File: config.mk
export PLATFORM = sky130hd
export DESIGN_NAME = sync_rate_gen
export DESIGN_NICKNAME = d
export VERILOG_FILES = /design/src/rtl/srg_pkg.sv /design/src/rtl/srg_cfg_store.sv /design/src/rtl/srg_pacer.sv /design/src/rtl/srg_window.sv /design/src/rtl/sync_rate_gen.sv
export SDC_FILE = /design/constraint.sdc
export NUM_CORES = 1
export LEC_CHECK = 0
export BUFFER_PORTS_ARGS = -buffer_cell sky130_fd_sc_hd__clkbuf_2
export CORE_UTILIZATION = 45
export CTS_CLUSTER_SIZE = 25
export DETAILED_ROUTE_END_ITERATION = 8
export HOLD_SLACK_MARGIN = 0.05
export PLACE_DENSITY = 0.77
export SKIP_CTS_REPAIR_TIMING = 1
export SYNTH_ARGS = -nofsm -noshare
export SYNTH_HDL_FRONTEND = slang
export SYNTH_HIERARCHICAL = 1
export SYNTH_SLANG_ARGS = --single-unit
File: constraint.sdc
create_clock -name clk -period 4.4 [get_ports clk]
set_clock_uncertainty 0.05 [all_clocks]
set_input_delay 0.44 -clock clk [delete_from_list [all_inputs] [get_ports clk]]
set_output_delay 0.44 -clock clk [all_outputs]
set_load 0.01 [all_outputs]
File: src/rtl/srg_pkg.sv
package srg_pkg;
  localparam int OFS_W      = 4;
  localparam int CODE_W     = 4;
  localparam int CFG_W      = OFS_W + CODE_W;
  localparam int PERIOD_MAX = 2 * ((1 << CODE_W) + 1);
  localparam int PACE_W     = $clog2(PERIOD_MAX + 1);
  localparam logic [CFG_W-1:0] CFG_RESET = CFG_W'(2);

  typedef struct packed {
    logic [OFS_W-1:0]  ofs;
    logic [CODE_W-1:0] code;
  } rate_cfg_t;

  function automatic logic [PACE_W-1:0] period_of(input logic [CODE_W-1:0] c);
    if (c == '0) return PACE_W'(5);
    else         return PACE_W'(2 * (int'(c) + 2));
  endfunction
endpackage

File: src/rtl/srg_cfg_store.sv
module srg_cfg_store
  import srg_pkg::*;
(
  input  logic             clk,
  input  logic             rst_n,
  input  logic             wr_en,
  input  logic [CFG_W-1:0] wr_data,
  input  logic             capture,
  output rate_cfg_t        active
);
  rate_cfg_t held_q, act_q;

  always_ff @(posedge clk) begin
    if (!rst_n) begin
      held_q <= rate_cfg_t'(CFG_RESET);
      act_q  <= rate_cfg_t'(CFG_RESET);
    end else begin
      if (wr_en)   held_q <= rate_cfg_t'(wr_data);
      if (capture) act_q  <= held_q;
    end
  end

  assign active = act_q;

  AST_WORKING_SET_STABLE: assert property (@(posedge clk) disable iff (!rst_n)
    !capture |=> $stable(act_q));
endmodule

File: src/rtl/srg_pacer.sv
module srg_pacer
  import srg_pkg::*;
(
  input  logic              clk,
  input  logic              rst_n,
  input  logic              clear,
  input  logic              load,
  input  logic [CODE_W-1:0] code,
  output logic              ready
);
  logic [PACE_W-1:0] pace_q;

  always_ff @(posedge clk) begin
    if (!rst_n)              pace_q <= '0;
    else if (clear)          pace_q <= '0;
    else if (load)           pace_q <= period_of(code) - PACE_W'(1);
    else if (pace_q != '0)   pace_q <= pace_q - PACE_W'(1);
  end

  assign ready = (pace_q == '0);

  AST_SPACING_AFTER_LOAD: assert property (@(posedge clk) disable iff (!rst_n)
    (load && !clear) |=> !ready);
endmodule

File: src/rtl/srg_window.sv
module srg_window
  import srg_pkg::*;
(
  input  logic             clk,
  input  logic             rst_n,
  input  logic             clear,
  input  logic             issue,
  input  logic             ack,
  input  logic [OFS_W-1:0] limit,
  output logic             full,
  output logic             empty
);
  logic [OFS_W-1:0] cnt_q;
  logic             dec;

  assign dec = ack && (cnt_q != '0);

  always_ff @(posedge clk) begin
    if (!rst_n)      cnt_q <= '0;
    else if (clear)  cnt_q <= '0;
    else begin
      unique case ({issue, dec})
        2'b10:   cnt_q <= cnt_q + OFS_W'(1);
        2'b01:   cnt_q <= cnt_q - OFS_W'(1);
        default: cnt_q <= cnt_q;
      endcase
    end
  end

  assign full  = (cnt_q == limit);
  assign empty = (cnt_q == '0);

  AST_NO_OVERFLOW: assert property (@(posedge clk) disable iff (!rst_n)
    (limit != '0) |-> (cnt_q <= limit));
  AST_IDLE_ACK_IGNORED: assert property (@(posedge clk) disable iff (!rst_n)
    (empty && !issue) |=> empty);
endmodule

File: src/rtl/sync_rate_gen.sv
module sync_rate_gen
  import srg_pkg::*;
#(
  parameter int LEN_W = 16
) (
  input  logic             clk,
  input  logic             rst_n,
  input  logic             param_we,
  input  logic [CFG_W-1:0] param_wdata,
  input  logic             cmd_valid,
  output logic             cmd_ready,
  input  logic [LEN_W-1:0] cmd_bytes,
  input  logic             strobe_ack,
  output logic             strobe_req,
  output logic             xfer_done
);
  rate_cfg_t        act;
  logic             run_q, gap_q, done_q;
  logic [LEN_W-1:0] rem_q;
  logic             accept, sync_mode, have_work, pace_ok, win_full, win_empty;
  logic             req_sync, req_async, byte_done, finish;

  assign accept    = cmd_valid && !run_q;
  assign cmd_ready = !run_q;
  assign sync_mode = (act.ofs != '0);
  assign have_work = run_q && (rem_q != '0);
  assign req_sync  = have_work && sync_mode && pace_ok && !win_full;
  assign req_async = have_work && !sync_mode && !gap_q;
  assign byte_done = sync_mode ? req_sync : (req_async && strobe_ack);
  assign finish    = run_q && (rem_q == '0) && win_empty;

  srg_cfg_store u_cfg (
    .clk     (clk),
    .rst_n   (rst_n),
    .wr_en   (param_we),
    .wr_data (param_wdata),
    .capture (accept),
    .active  (act)
  );

  srg_pacer u_pace (
    .clk   (clk),
    .rst_n (rst_n),
    .clear (accept),
    .load  (req_sync),
    .code  (act.code),
    .ready (pace_ok)
  );

  srg_window u_win (
    .clk   (clk),
    .rst_n (rst_n),
    .clear (accept),
    .issue (req_sync),
    .ack   (strobe_ack),
    .limit (act.ofs),
    .full  (win_full),
    .empty (win_empty)
  );

  always_ff @(posedge clk) begin
    if (!rst_n) begin
      run_q  <= 1'b0;
      rem_q  <= '0;
      gap_q  <= 1'b0;
      done_q <= 1'b0;
    end else begin
      done_q <= finish;
      gap_q  <= req_async && strobe_ack;
      if (accept) begin
        run_q <= 1'b1;
        rem_q <= cmd_bytes;
      end else begin
        if (byte_done) rem_q <= rem_q - LEN_W'(1);
        if (finish)    run_q <= 1'b0;
      end
    end
  end

  assign strobe_req = sync_mode ? req_sync : req_async;
  assign xfer_done  = done_q;

  AST_ASYNC_HOLD: assert property (@(posedge clk) disable iff (!rst_n)
    (strobe_req && !sync_mode && !strobe_ack) |=> strobe_req);
  AST_ASYNC_GAP: assert property (@(posedge clk) disable iff (!rst_n)
    (strobe_req && !sync_mode && strobe_ack) |=> !strobe_req);
  AST_DONE_PULSE: assert property (@(posedge clk) disable iff (!rst_n)
    xfer_done |=> !xfer_done);
  AST_BUSY_NOT_READY: assert property (@(posedge clk) disable iff (!rst_n)
    strobe_req |-> !cmd_ready);
endmodule

### Word level (Yosys, flattened, before mapping)

Cells that the tools add are included.

| operators by class | value |
|---|---|
| add/subtract/negate cells | 6 |
| equality and inequality tests | 3 |
| muxes and demuxes | 13 |
| bitwise gates (word level) | 1 |
| reduce and logical (&&, ||, !) cells | 28 |

Operators with widths:

| kind | number |
|---|---|
| 6-bit two-way mux | 6 |
| 16-bit two-way mux | 2 |
| 16-bit zero test | 1 |
| 16-bit nonzero test | 1 |
| 16-bit by 1-bit subtractor with 16-bit output (second input constant) | 1 |
| 6-bit by 1-bit subtractor with 6-bit output (second input constant) | 2 |
| 1-bit logical AND | 11 |
| 4-bit zero test | 2 |
| 4-bit case mux with 2 select lines | 1 |
| 2-bit nonzero test | 4 |
| 4-bit nonzero test | 2 |
| 6-bit zero test | 1 |
| 6-bit nonzero test | 1 |
| 4-bit by 2-bit adder with 5-bit output (second input constant) | 1 |
| 4-bit by 1-bit adder with 4-bit output (second input constant) | 1 |
| 4-bit equality test | 1 |
| 1-bit zero test | 4 |
| 1-bit two-way mux | 4 |
| 4-bit by 1-bit subtractor with 4-bit output (second input constant) | 1 |
| 2-bit by 1-bit equality test with 1-bit output (second input constant) | 1 |
| 2-bit equality test (second input constant) | 1 |
| 2-bit OR reduction | 1 |
| 1-bit NOT | 1 |

| word-level totals | value |
|---|---|
| flip-flop bits (word level) | 45 |
| output and inout bits | 3 |

### Depth between registers and ports, before layout

Gate-level depths: netlist of the first run.

| logic depth | value |
|---|---|
| depth in word-level cells | 10 |
| mapped depth | 15 |
| mapped depth without buffers | 14 |

### Hierarchy

The synthesis of the first run kept the hierarchy.

By module, submodules not included:

| module | instances | cells each | area each (um^2) | sequential area each (um^2) |
|---|---|---|---|---|
| sync_rate_gen | 1 | 136 | 1,132.3 | 380.4 |
| srg_cfg_store | 1 | 51 | 603.1 | 320.3 |
| srg_pacer | 1 | 50 | 417.9 | 120.1 |
| srg_window | 1 | 39 | 320.3 | 80.1 |

### Least setup slack after synthesis of the first run

Ideal clock, no wire load.

| timing | value |
|---|---|
| path kind | flip-flop to flip-flop |
| from | reg rem_q[0] |
| to | reg u_win.cnt_q[3] |
| data arrival time | 2.651 ns |
| data required time | 4.223 ns |
| slack | 1.572 ns |
| stages on the path, launching flop included | 15 |
| path buffers | 1 |
| clock period less this slack | 2.828 ns |
| cells stage by stage | dfxtp_1 -> inv_1 -> ha_1 -> nor3b_1 -> nand4_1 -> buf_4 -> nand2_1 -> nor3b_1 -> inv_1 -> ha_1 -> ha_1 -> a21oi_1 -> and4b_1 -> o21ai_0 -> o31ai_1 |

| on the way | value |
|---|---|
| longest elaborated chain between the ends | 7 |
| elaborated cells on any way between the ends | 9 |
| classes of those cells | eq/ne: 2; mux: 1; reduce/logical: 6 |

Ends and longest elaborated chain:

| element | RTL line | RTL |
|---|---|---|
| from (decl) | sync_rate_gen.sv:19 | `logic [LEN_W-1:0] rem_q;` |
| from (signal assigned) | sync_rate_gen.sv:72 | `rem_q <= cmd_bytes;` |
| from (signal assigned) | sync_rate_gen.sv:74 | `if (byte_done) rem_q <= rem_q - LEN_W'(1);` |
| 16-bit nonzero test (*) | sync_rate_gen.sv:26 | `assign have_work = run_q && (rem_q != '0);` |
| 1-bit logical AND (*) | sync_rate_gen.sv:26 |  |
| 1-bit logical AND (*) (3 in series) | sync_rate_gen.sv:27 | `assign req_sync = have_work && sync_mode && pace_ok && !win_full;` |
| net req_sync | sync_rate_gen.sv:21 | `logic req_sync, req_async, byte_done, finish;` |
| 2-bit by 1-bit equality test with 1-bit output or 2-bit equality test (tied branches) | srg_window.sv:22 | `unique case ({issue, dec})` |
| 4-bit case mux with 2 select lines or 2-bit nonzero test (tied branches) | - |  |
| to (signal assigned) | srg_window.sv:23 | `2'b10: cnt_q <= cnt_q + OFS_W'(1);` |
| to (signal assigned) | srg_window.sv:24 | `2'b01: cnt_q <= cnt_q - OFS_W'(1);` |
| to (signal assigned) | srg_window.sv:25 | `default: cnt_q <= cnt_q;` |
| to (decl) | srg_window.sv:13 | `logic [OFS_W-1:0] cnt_q;` |

The timed path passes the listed nets; every way through them passes the cells marked *.
A chain may end at the register's enable or synchronous reset.

### Worst setup path after layout of the first run

Ends and elaborated chain as after synthesis.

==> results of run 1 <==
==> layout by cell type (no fill, tap or decap), types with 2 or more instances in the layout <==
master,netlist,final
nand2_1,10,10
xnor2_1,4,4
nor3b_1,3,3
xor2_1,10,10
a211oi_1,3,3
nand3_1,4,4
ha_1,7,7
nand4_1,6,6
nor4_1,9,9
buf_4,1,2
nor2b_1,17,17
a211o_1,2,2
nand2b_1,6,6
inv_1,15,15
nor2_1,14,14
clkbuf_8,0,5
o211ai_1,3,3
or2_2,2,2
dfxtp_1,45,45
nand3_2,2,2
a21oi_1,11,11
mux2i_1,17,17
clkbuf_2,0,31
nor3_1,8,8
or4_1,5,5
or3_1,5,5
o21ai_0,21,21
o31ai_1,5,5
a31oi_1,8,8
==> state kept, by name (all words and copies together) (netlist names) <==
signal	cells
u_win/cnt_q	4
xfer_done	1
u_pace/pace_q	6
run_q	1
u_cfg/held_q	8
gap_q	1
rem_q	16
u_cfg/active	8
==> routing by layer <==
metal | GRT usage | vias up | part of all wire
met5 | 0 | - | 0
met3 | 0.0395 | 4 | 0.051
met2 | 0.298 | 52 | 0.45
li1 | - | 1069 | -
met4 | 0.0635 | 0 | 0.010
met1 | 0.252 | 960 | 0.49
==> through the flow <==
step / util / total power, mW
floorplan: - / 0.788
global placement: 0.512 / 0.853
detailed placement: 0.512 / 0.863
CTS: 0.534 / 1.18
global route: 0.534 / 1.26
finish: 0.534 / 1.18
==> worst max-delay path: cells and delay by family, from the launching register on <==
kind / cells / cell delay [ps]
compound gates: 4 / 610
fa+ha+maj: 3 / 830
simple gates: 4 / 860
flops: 1 / 390
buf+inv: 3 / 380
==> worst min path at each step <==
stage | slack [ps] | cells after the start | to | from
after floorplan | 390 | 2 | u_cfg/held_q[1]$_SDFFE_PN1P_ | u_cfg/held_q[1]$_SDFFE_PN1P_
after global placement | 420 | 2 | u_cfg/held_q[1]$_SDFFE_PN1P_ | u_cfg/held_q[1]$_SDFFE_PN1P_
after detailed placement | 430 | 2 | u_cfg/held_q[1]$_SDFFE_PN1P_ | u_cfg/held_q[1]$_SDFFE_PN1P_
after CTS | 290 | 3 | u_cfg/held_q[1]$_SDFFE_PN1P_ | param_wdata[1]
after global routing | 340 | 3 | u_cfg/held_q[1]$_SDFFE_PN1P_ | param_wdata[1]
final | 300 | 3 | u_cfg/held_q[1]$_SDFFE_PN1P_ | param_wdata[1]
==> logic make-up after synthesis <==
kind of cell,after synthesis,share of synthesized area
adder cells (fa/ha/maj),8,0.0435
AND/OR/NAND/NOR,103,0.266
multiplexers,18,0.0749
buffers and inverters,27,0.0501
AO/OA/AOI/OAI,61,0.152
XOR/XNOR,14,0.0496
flip-flops,45,0.364
==> area by class of cell <==
type / instances / area [sq um] / area share
well taps: 70 / 87.6 / 0.0315
multi-input cells: 204 / 1450 / 0.521
flip-flops and latches: 45 / 901 / 0.324
clock inverters: 3 / 46.3 / 0.0167
inverters: 15 / 56.3 / 0.0203
repair buffers: 33 / 170 / 0.0612
clock buffers: 5 / 68.8 / 0.0248
==> power by group <==
part,total (mW),switching (mW),internal [mW]
combinational,0.353,0.184,0.169
sequential,0.507,0.0481,0.459
clock,0.323,0.153,0.170
==> impl_results.md, run 1 <==
- CTS root buf: clkbuf_8
- Die Area: ~5800 sq um
- Post-Route WL: around 5100 um
- Most common cell in the netlist: dfxtp_1
- Worst Hold Slack: 295 ps
- Mapped Area: ~2500 sq um
- Die W: ~76 um
- Power Dens Cells: 426 nW/um^2
- Final setup margin: ~1200 ps
- Setup violators final: 0
- DR vias: approximately 2.1k
- Initial Utilization: 0.475
- Leak: around 1.1 nW
- Area grow syn2layout: 12.3%
- Avg Cell Area, Syn: approximately 9 sq um
- Final period util: 0.726
- Slowest cell delay on critical path: between 400 and 500 ps
- Worst r2r dst: u_win/cnt_q[3]$_SDFFE_PP0P_
- Worst-margin pin slew: 602 ps
- Crit. End Element: flop
- Synth area leader: dfxtp_1
- Post-synth cell types: 52
- First-pass GRT wire length: approximately 8800 um
- CTS Buf Count: 5
- HP Class: input pin to flop
- Final #Nets: roughly 340
- Flop2flop setup slack: 1210 ps
- Io pins: 32
- Sequential-to-total area share from yosys stat: 0.364
- Max Fclk: roughly 0.31 GHz
- Cell depth of the worst flop-to-flop path: 14
- Clock buffer depth: 2
- Vias in the first global route: ~1.9k
- Initial drt markers: between 150 and 200
- H-tree depth: 2
- Placed cells: roughly 370
- CP Data Required Time: 4570 ps
- CTS clk-pin slew, worst paths: 100 ps
- Antenna Cells: 0
- CP startpoint: rem_q[0]$_SDFFE_PN0P_
- GPL Wtd Cong: 0.839
- Die H: approximately 76 um
- Setup TNS: 0 ps
- Vias/cell: between 5 and 6
- Share of the synthesized area in the top cell type: 0.364
- Fin. max-slew vios: 0
- Crit-path cells: inv_1 -> ha_1 -> nor3b_1 -> nand4_1 -> nand2_1 -> nor3b_1 -> buf_4 -> inv_1 -> ha_1 -> ha_1 -> a21oi_1 -> a211oi_1 -> o21ai_0 -> o31ai_1
- Core outline area: between 5000 and 6000 sq um
- Grt total ovfl: 0
- Hold Vio Cnt, Final: 0
- Minimum clock period: 3190 ps
- Cells after Synth: around 280
- Number of synthesized flops with an enable pin: 0
- CTS tree: built
- Most frequent cells after synthesis: dfxtp_1 (45), o21ai_0 (21), mux2i_1 (17), nor2b_1 (17), inv_1 (15)
- Yosys Warn Count: 6
- Max-capacitance violation count: 0
- Fin cells: ~380
- Largest net degree at the start of global routing: 37
- Most common flop cell mapped by yosys: dfxtp_1
- HPWL Detailed: between 3000 and 4000 um
- Post-Syn Nets: 313
- Initial antenna violation count: 0
- RSZ-0062 raised after global routing: false
- Place WS: 1270 ps
- Peak supply drop: around 0.00024 V
- Origin of the critical flop-to-flop path: rem_q[0]$_SDFFE_PN0P_
- Relative slew slack: 0.598
- DRT antenna net count: 0
- Clk_lat worst skew: a little over 300 ps
- Final Instance Area: approximately 2800 sq um
- Asr flop ratio synth: 0
- Placed Area: 2660 sq um
- Pre-antenna DRT Iters: 4
- Cell mode on critical path: ha_1
- DRC: 0
- Slowest stage cell on the critical path: nand4_1
- Worst Path Max Fanout: 14
- Clock sinks: 45
- Worst EP arrival: 3360 ps
- Critical path class: flop to flop
- Run status: finished clean
- Site row count: 26
- Startpoint types: flop
- Worst setup path endpoint: u_win/cnt_q[3]$_SDFFE_PP0P_
- Ranking of synthesized cells by area: dfxtp_1 (36%), mux2i_1 (6.9%), nor2b_1 (4.3%), o21ai_0 (4.2%), ha_1 (3.5%)
- Avg WL per Cell: ~14 um
- Synthesized flop and latch total: 45
- Share of layout cells above drive strength 1: 0.177
- GRT Resource Usage Total: 0.187
- Buffers on Ports: 31
- Fillers: around 500
Power figures use the tool's default switching activity.
==> run 2, diff against run 1 <==
--- a/config.mk
+++ b/config.mk
@@ -10,7 +10,7 @@
 export CTS_CLUSTER_SIZE = 25
 export DETAILED_ROUTE_END_ITERATION = 8
 export HOLD_SLACK_MARGIN = 0.05
-export PLACE_DENSITY = 0.77
+export PLACE_DENSITY = 0.79
 export SKIP_CTS_REPAIR_TIMING = 1
 export SYNTH_ARGS = -nofsm -noshare
 export SYNTH_HDL_FRONTEND = slang
==> constraint.sdc (replaced) <==
create_clock -name clk -period 2.78 [get_ports clk]
set_clock_uncertainty 0.05 [all_clocks]
set_input_delay 0.278 -clock clk [delete_from_list [all_inputs] [get_ports clk]]
set_output_delay 0.278 -clock clk [all_outputs]
set_load 0.01 [all_outputs]
==> run 2 against run 1 <==
  * The run now ends with negative setup slack left
  * Via count up 7.1%
  * Critical path depth down 3
  * Largest power group unchanged
  * Fmax up 15%
  * Critical path type unchanged
==> impl_results.md, run 2 (synthesis results as in run 1) <==
- Crit. End Element: flop (unchanged)
- Worst-margin pin slew: 617 ps (was 602 ps)
- HPWL Detailed: 3940 um (was 3700 um)
- Grt met2 use: 0.307 (was 0.298)
- Area grow syn2layout: 20.1% (was 12.3%)
- Startpoint types: flop (unchanged)
- First-pass GRT wire length: 9200 um (was 8850 um)
- Placed cells: 373 (was 367)
- Met3 Use GR: 0.0335 (was 0.0395)
- Power Dens Cells: 679 nW/um^2 (was 426 nW/um^2)
- Relative slew slack: 0.588 (was 0.598)
- CTS root buf: clkbuf_8 (unchanged)
- Max Fclk: 0.359 GHz (was 0.313 GHz)
- Commonest non-fill, non-tap cell in the layout: dfxtp_1 (unchanged)
- Worst EP arrival: 2940 ps (was 3360 ps)
- Area of the multi-input gates: 1550 sq um (was 1450 sq um)
- Cell depth of the worst flop-to-flop path: 11 (was 14)
- Worst Path Max Fanout: 8 (was 14)
- Crit-path cells: or4_1 -> nor3_2 -> nor2b_2 -> nor3b_4 -> buf_6 -> clkinvlp_4 -> buf_4 -> buf_4 -> a32oi_1 -> o31a_1 -> nor3_1 (was inv_1 -> ha_1 -> nor3b_1 -> nand4_1 -> nand2_1 -> nor3b_1 -> buf_4 -> inv_1 -> ha_1 -> ha_1 -> a21oi_1 -> a211oi_1 -> o21ai_0 -> o31ai_1)
- Setup violators final: 1 (was 0)
- CP Data Required Time: 2930 ps (was 4570 ps)
- GPL Wtd Cong: 0.890 (was 0.839)
- Hold Crit Start: cmd_bytes[1] (was param_wdata[1])
- Origin of the critical flop-to-flop path: u_pace/pace_q[4]$_SDFFE_PP0P_ (was rem_q[0]$_SDFFE_PN0P_)
- Clock buffer depth: 2 (unchanged)
- Final period util: 1.00 (was 0.726)
- Antenna Cells: 0 (unchanged)
- Initial drt markers: 196 (was 163)
- DR vias: 2233 (was 2085)
- Top Family by Delay on Critical Path: simple AND/OR/NAND/NOR gates (unchanged)
- Cell count of the worst hold path: 3 (unchanged)
- Site row count: 26 (unchanged)
- Slowest stage cell on the critical path: or4_1 (was nand4_1)
- Core outline area: 5200 sq um (unchanged)
- Fin. max-slew vios: 0 (unchanged)
- Hold Vio Cnt, Final: 0 (unchanged)
- Io pins: 32 (unchanged)
- Grt total ovfl: 0 (unchanged)
- Max-capacitance violation count: 0 (unchanged)
- Cell mode on critical path: buf_4 (was ha_1)
- Final #Nets: 355 (was 341)
- Avg WL per Cell: 15.4 um (was 13.6 um)
- HP Class: input pin to flop (unchanged)
- DRT antenna net count: 0 (unchanged)
- Pre-antenna DRT Iters: 4 (unchanged)
- Hold EP: rem_q[1]$_SDFFE_PN0P_ (was u_cfg/held_q[1]$_SDFFE_PN1P_)
- CP bufs+invs: 4 (was 3)
- Post-Route WL: 5990 um (was 5100 um)
- Share of layout cells above drive strength 1: 0.254 (was 0.177)
- M1 GR Usage: 0.264 (was 0.252)
- Place WS: 11.6 ps (was 1270 ps)
- Flop2flop setup slack: -8 ps (was 1210 ps)
- Die W: 76.1 um (unchanged)
- CTS Buf Count: 5 (unchanged)
- Pwr Total: 2.02 mW (was 1.18 mW)
- Die Area: 5800 sq um (unchanged)
- CTS tree: built (unchanged)
- GRT Resource Usage Total: 0.198 (was 0.187)
- Worst r2r dst: u_pace/pace_q[5]$_SDFFE_PP0P_ (was u_win/cnt_q[3]$_SDFFE_PP0P_)
- Clock sinks: 45 (unchanged)
- Leak: 1.19 nW (was 1.11 nW)
- Clk_lat worst skew: 310 ps (about the same)
- Initial antenna violation count: 0 (unchanged)
- Slowest cell delay on critical path: 540 ps (was 420 ps)
- CTS clk-pin slew, worst paths: 90 ps (was 100 ps)
- Fin cells: 389 (was 375)
- Register area: 901 sq um (unchanged)
- Worst Hold Slack: 160 ps (was 295 ps)
- Grt peak-use layer: met2 (unchanged)
- Buffers on Ports: 31 (unchanged)
- Final setup margin: -8.12 ps (was 1210 ps)
- Initial Utilization: 0.475 (unchanged)
- Vias in the first global route: 1971 (was 1881)
- Flip-flop count of the largest register after layout: 16 (unchanged)
- H-tree depth: 2 (unchanged)
- Die H: 76.1 um (unchanged)
- Run status: finished, violations left (was finished clean)
- Vias/cell: 5.74 (was 5.56)
- Failing checks: negative setup slack
- Most frequent cells in the layout: dfxtp_1 (45), clkbuf_2 (31), o21ai_0 (21), nor2b_1 (16), mux2i_1 (16) (was dfxtp_1 (45), clkbuf_2 (31), o21ai_0 (21), nor2b_1 (17), mux2i_1 (17))
- Minimum clock period: 2790 ps (was 3190 ps)
- Fillers: 478 (was 508)
- Critical path class: flop to flop (unchanged)
- DRC: 0 (unchanged)
- Biggest register: rem_q (unchanged)
- Peak supply drop: 0.000339 V (was 0.000235 V)
- Largest net degree at the start of global routing: 37 (unchanged)
-- run 2: tightest hold or removal path: cells and delay by family --
kind | cells | cell delay, ps
and+or+nand+nor | 1 | 50
buffers and inverters | 1 | 80
AOI/OAI and AO/OA | 1 | 80
-- run 2: power by group --
part	switching [mW]	internal, mW	total [mW]	leakage (nW)
clock	0.248	0.183	0.431	0.0487
sequential	0.0876	0.726	0.814	0.370
combinational	0.369	0.404	0.773	0.767
-- run 2: how the worst max path moves through the flow --
stage                                        from                       endpoint  depth (start not counted)
floorplan                   rem_q[0]$_SDFFE_PN0P_    u_win/cnt_q[3]$_SDFFE_PP0P_                         14
global placement    u_pace/pace_q[4]$_SDFFE_PP0P_    u_win/cnt_q[3]$_SDFFE_PP0P_                         11
detailed placement  u_pace/pace_q[4]$_SDFFE_PP0P_    u_win/cnt_q[3]$_SDFFE_PP0P_                         11
CTS                 u_pace/pace_q[4]$_SDFFE_PP0P_    u_win/cnt_q[3]$_SDFFE_PP0P_                         11
global route        u_pace/pace_q[4]$_SDFFE_PP0P_  u_pace/pace_q[4]$_SDFFE_PP0P_                         12
finish              u_pace/pace_q[4]$_SDFFE_PP0P_  u_pace/pace_q[5]$_SDFFE_PP0P_                         11
-- run 2: stage by stage --
stage	instance area, sq um	TNS [ps]	util
6_report	2970	-8.12	0.571
5_1_grt	2970	-424	0.571
4_1_cts	2810	-17.5	0.540
3_5_place_dp	2710	0	0.521
3_3_place_gp	2710	0	0.521
2_1_floorplan	2480	0	-
-- run 2: metal layers --
layer | vias up | part of all wire
met3 | 18 | 0.042
met2 | 73 | 0.46
met1 | 1049 | 0.46
met5 | - | 0
met4 | 0 | 0.034
li1 | 1093 | -
-- run 2: cell type report --
class	count	area share
tap	70	0.0295
inverter	15	0.0202
sequential	45	0.303
timing repair buffer	47	0.0939
multi-input combinational	204	0.521
clock buffer	5	0.0232
clock inverter	3	0.00884
==> run 3, diff against run 2 <==
--- a/config.mk
+++ b/config.mk
@@ -5,12 +5,13 @@
 export SDC_FILE = /design/constraint.sdc
 export NUM_CORES = 1
 export LEC_CHECK = 0
+export ABC_AREA = 1
 export BUFFER_PORTS_ARGS = -buffer_cell sky130_fd_sc_hd__clkbuf_2
-export CORE_UTILIZATION = 45
+export CORE_UTILIZATION = 50
 export CTS_CLUSTER_SIZE = 25
 export DETAILED_ROUTE_END_ITERATION = 8
 export HOLD_SLACK_MARGIN = 0.05
-export PLACE_DENSITY = 0.79
+export PLACE_DENSITY = 0.84
 export SKIP_CTS_REPAIR_TIMING = 1
 export SYNTH_ARGS = -nofsm -noshare
 export SYNTH_HDL_FRONTEND = slang
==> run 3 against run 2 <==
  * The run now ends clean
  * Routed wire length grew 1.1%
  * Final area grew 11%
  * Sequential power grew 14%
  * Area after synthesis grew 22%
  * Register-to-register slack gained 340 ps
  * Critical path type unchanged
  * Critical endpoint is now u_win/cnt_q[3]$_SDFFE_PP0P_
==> impl_results.md, run 3 <==
- Run status: finished clean (was finished, violations left)
- Max-capacitance violation count: 0 (unchanged)
- Die W: 79.7 um (was 76.1 um)
- GRT Resource Usage Total: 0.207 (was 0.198)
- Commonest non-fill, non-tap cell in the layout: nand2_1 (was dfxtp_1)
- Flip-flop count of the largest register after layout: 16 (unchanged)
- Cell depth of the worst flop-to-flop path: 14 (was 11)
- Final #Nets: 545 (was 355)
- Synthesized flop and latch total: 45 (unchanged)
- Buffers on Ports: 31 (unchanged)
- Share of layout cells above drive strength 1: 0.161 (was 0.254)
- First-pass GRT wire length: 10500 um (was 9200 um)
- Mapped Area: 3020 sq um (was 2470 sq um)
- Clk_lat worst skew: 310 ps (about the same)
- Vias/cell: 4.85 (was 5.74)
- Grt total ovfl: 0 (unchanged)
- Die H: 79.7 um (was 76.1 um)
- CTS clk-pin slew, worst paths: 100 ps (was 90 ps)
- Ranking of synthesized cells by area: dfxtp_1 (30%), nand2_1 (18%), nor2_1 (12%), inv_1 (7.7%), nand3_1 (4.0%) (was dfxtp_1 (36%), mux2i_1 (6.9%), nor2b_1 (4.3%), o21ai_0 (4.2%), ha_1 (3.5%))
- Hold Vio Cnt, Final: 0 (unchanged)
- Worst setup path endpoint: u_win/cnt_q[3]$_SDFFE_PP0P_ (was u_pace/pace_q[5]$_SDFFE_PP0P_)
- Most common flop cell mapped by yosys: dfxtp_1 (unchanged)
- Worst r2r dst: u_win/cnt_q[3]$_SDFFE_PP0P_ (was u_pace/pace_q[5]$_SDFFE_PP0P_)
- CTS root buf: clkbuf_8 (unchanged)
- CP Data Required Time: 2950 ps (was 2930 ps)
- Initial antenna violation count: 0 (unchanged)
- CTS tree: built (unchanged)
- HPWL Detailed: 4420 um (was 3940 um)
- Initial drt markers: 108 (was 196)
- Most frequent cells after synthesis: nand2_1 (141), nor2_1 (99), inv_1 (62), dfxtp_1 (45), nand3_1 (24) (was dfxtp_1 (45), o21ai_0 (21), mux2i_1 (17), nor2b_1 (17), inv_1 (15))
- Biggest register: rem_q (unchanged)
- Cells after Synth: 484 (was 276)
- Final period util: 0.882 (was 1.00)
- Relative slew slack: 0.508 (was 0.588)
- Post-Syn Nets: 521 (was 313)
- Site row count: 27 (was 26)
- Flop2flop setup slack: 330 ps (was -8 ps)
- Placed cells: 573 (was 373)
- Pwr Total: 3.01 mW (was 2.02 mW)
- Worst Path Max Fanout: 4 (was 8)
- Asr flop ratio synth: 0 (unchanged)
- CTS Buf Count: 5 (unchanged)
- Initial Utilization: 0.532 (was 0.475)
- Worst EP arrival: 2630 ps (was 2940 ps)
- Most frequent cells in the layout: nand2_1 (141), nor2_1 (98), inv_1 (62), dfxtp_1 (45), clkbuf_2 (31) (was dfxtp_1 (45), clkbuf_2 (31), o21ai_0 (21), nor2b_1 (16), mux2i_1 (16))
- Fin cells: 581 (was 389)
- Crit. End Element: flop (unchanged)
- Clock sinks: 45 (unchanged)
- Avg WL per Cell: 10.4 um (was 15.4 um)
- Origin of the critical flop-to-flop path: u_pace/pace_q[2]$_SDFFE_PP0P_ (was u_pace/pace_q[4]$_SDFFE_PP0P_)
- Post-Route WL: 6050 um (was 5990 um)
- DRT antenna net count: 0 (unchanged)
- Clock buffer depth: 2 (unchanged)
- Worst Hold Slack: 132 ps (was 160 ps)
- DRC: 0 (unchanged)
- Startpoint types: flop (unchanged)
- Critical path class: flop to flop (unchanged)
- Final setup margin: 327 ps (was -8.12 ps)
- Leak: 1.77 nW (was 1.19 nW)
- Place WS: 335 ps (was 11.6 ps)
- Post-synth cell types: 39 (was 52)
- DR vias: 2816 (was 2233)
- Minimum clock period: 2450 ps (was 2790 ps)
- Vias in the first global route: 2550 (was 1971)
- Io pins: 32 (unchanged)
- Area grow syn2layout: 8.70% (was 20.1%)
- HP Class: input pin to flop (unchanged)
- Share of the synthesized area in the top cell type: 0.298 (was 0.364)
- Max Fclk: 0.408 GHz (was 0.359 GHz)
- Die Area: 6360 sq um (was 5800 sq um)
- Synth area leader: dfxtp_1 (unchanged)
- CP startpoint: u_pace/pace_q[2]$_SDFFE_PP0P_ (was u_pace/pace_q[4]$_SDFFE_PP0P_)
- Power Dens Cells: 918 nW/um^2 (was 679 nW/um^2)
- Number of synthesized flops with an enable pin: 0 (unchanged)
- Avg Cell Area, Syn: 6.24 sq um (was 8.96 sq um)
- Core outline area: 5680 sq um (was 5200 sq um)
- RSZ-0062 raised after global routing: false
- Pre-antenna DRT Iters: 5 (was 4)
- Peak supply drop: 0.000427 V (was 0.000339 V)
- H-tree depth: 2 (unchanged)
- Sequential-to-total area share from yosys stat: 0.298 (was 0.364)
- Most common cell in the netlist: nand2_1 (was dfxtp_1)
- Yosys Warn Count: 6 (unchanged)
- Worst-margin pin slew: 738 ps (was 617 ps)
- GPL Wtd Cong: 0.910 (was 0.890)
- Fin. max-slew vios: 0 (unchanged)
- Largest net degree at the start of global routing: 38 (was 37)
- Antenna Cells: 0 (unchanged)
- Setup violators final: 0 (was 1)
- Setup TNS: 0 ps (was -8.12 ps)
-- run 3: cell count changes in the layout (fill, tap and decap cells not counted), moves of 12 or more --
cell | before | now
nand2_1 | 10 | 141
o21ai_0 | 21 | 6
mux2i_1 | 16 | 0
nor2b_1 | 16 | 0
inv_1 | 13 | 62
nand3_1 | 4 | 24
nor2_1 | 14 | 98
nand4_1 | 6 | 18
-- run 3: layer usage --
layer / wire length [um] / track usage
met5: 0 / 0
met4: 58 / 0.0518
met3: 245 / 0.0423
met2: 3050 / 0.389
met1: 2700 / 0.234
-- run 3: report_power, final --
part	leakage [nW]	switching, mW	internal [mW]
Clock	0.0603	0.253	0.276
Sequential	0.372	0.143	0.782
Combinational	1.34	0.951	0.609
Total	1.77	1.35	1.67
-- run 3: logic make-up after synthesis --
family,synth area share
AO/OA/AOI/OAI,0.0447
buffers and inverters,0.128
XOR/XNOR,0.0203
AND/OR/NAND/NOR,0.474
adder cells (fa/ha/maj),0.0356
flip-flops,0.298
-- run 3: through the flow --
stage	util	area, sq um
3_5_place_dp	0.558	3170
3_3_place_gp	0.558	3170
5_1_grt	0.579	3280
4_1_cts	0.579	3280
6_report	0.579	3280
2_1_floorplan	-	3020
-- run 3: how the worst min path moves through the flow --
stage                                            start                      endpoint  depth (start not counted)  slack (ps)
after CTS                               param_wdata[1]  u_cfg/held_q[1]$_SDFFE_PN1P_                          3         130
final                                   param_wdata[1]  u_cfg/held_q[1]$_SDFFE_PN1P_                          3         130
after detailed placement  u_cfg/held_q[1]$_SDFFE_PN1P_  u_cfg/held_q[1]$_SDFFE_PN1P_                          2         400
after floorplan                         param_wdata[1]  u_cfg/held_q[1]$_SDFFE_PN1P_                          2         350
after global routing                    param_wdata[1]  u_cfg/held_q[1]$_SDFFE_PN1P_                          3         150
after global placement    u_cfg/held_q[1]$_SDFFE_PN1P_  u_cfg/held_q[1]$_SDFFE_PN1P_                          2         400
-- run 3: cell type report --
class | count | area (sq um)
flip-flops and latches | 45 | 901
clock inverters | 3 | 50.0
multi-input cells | 354 | 1740
well taps | 72 | 90.1
repair buffers | 35 | 185
inverters | 67 | 251
clock buffers | 5 | 68.8
fillers | 554 | 2390
-- run 3: critical path, cell delays in order (launching register included) --
cell     delay (ps)
dfxtp_1         340
or2_1           260
nor4_4          160
nand2_1          80
a21oi_1         230
nand3_4         100
inv_1           100
inv_1            50
ha_1            230
ha_1            310
or2_1           230
nand3_1          90
nand3_1          70
nand2_1          60
inv_1            30
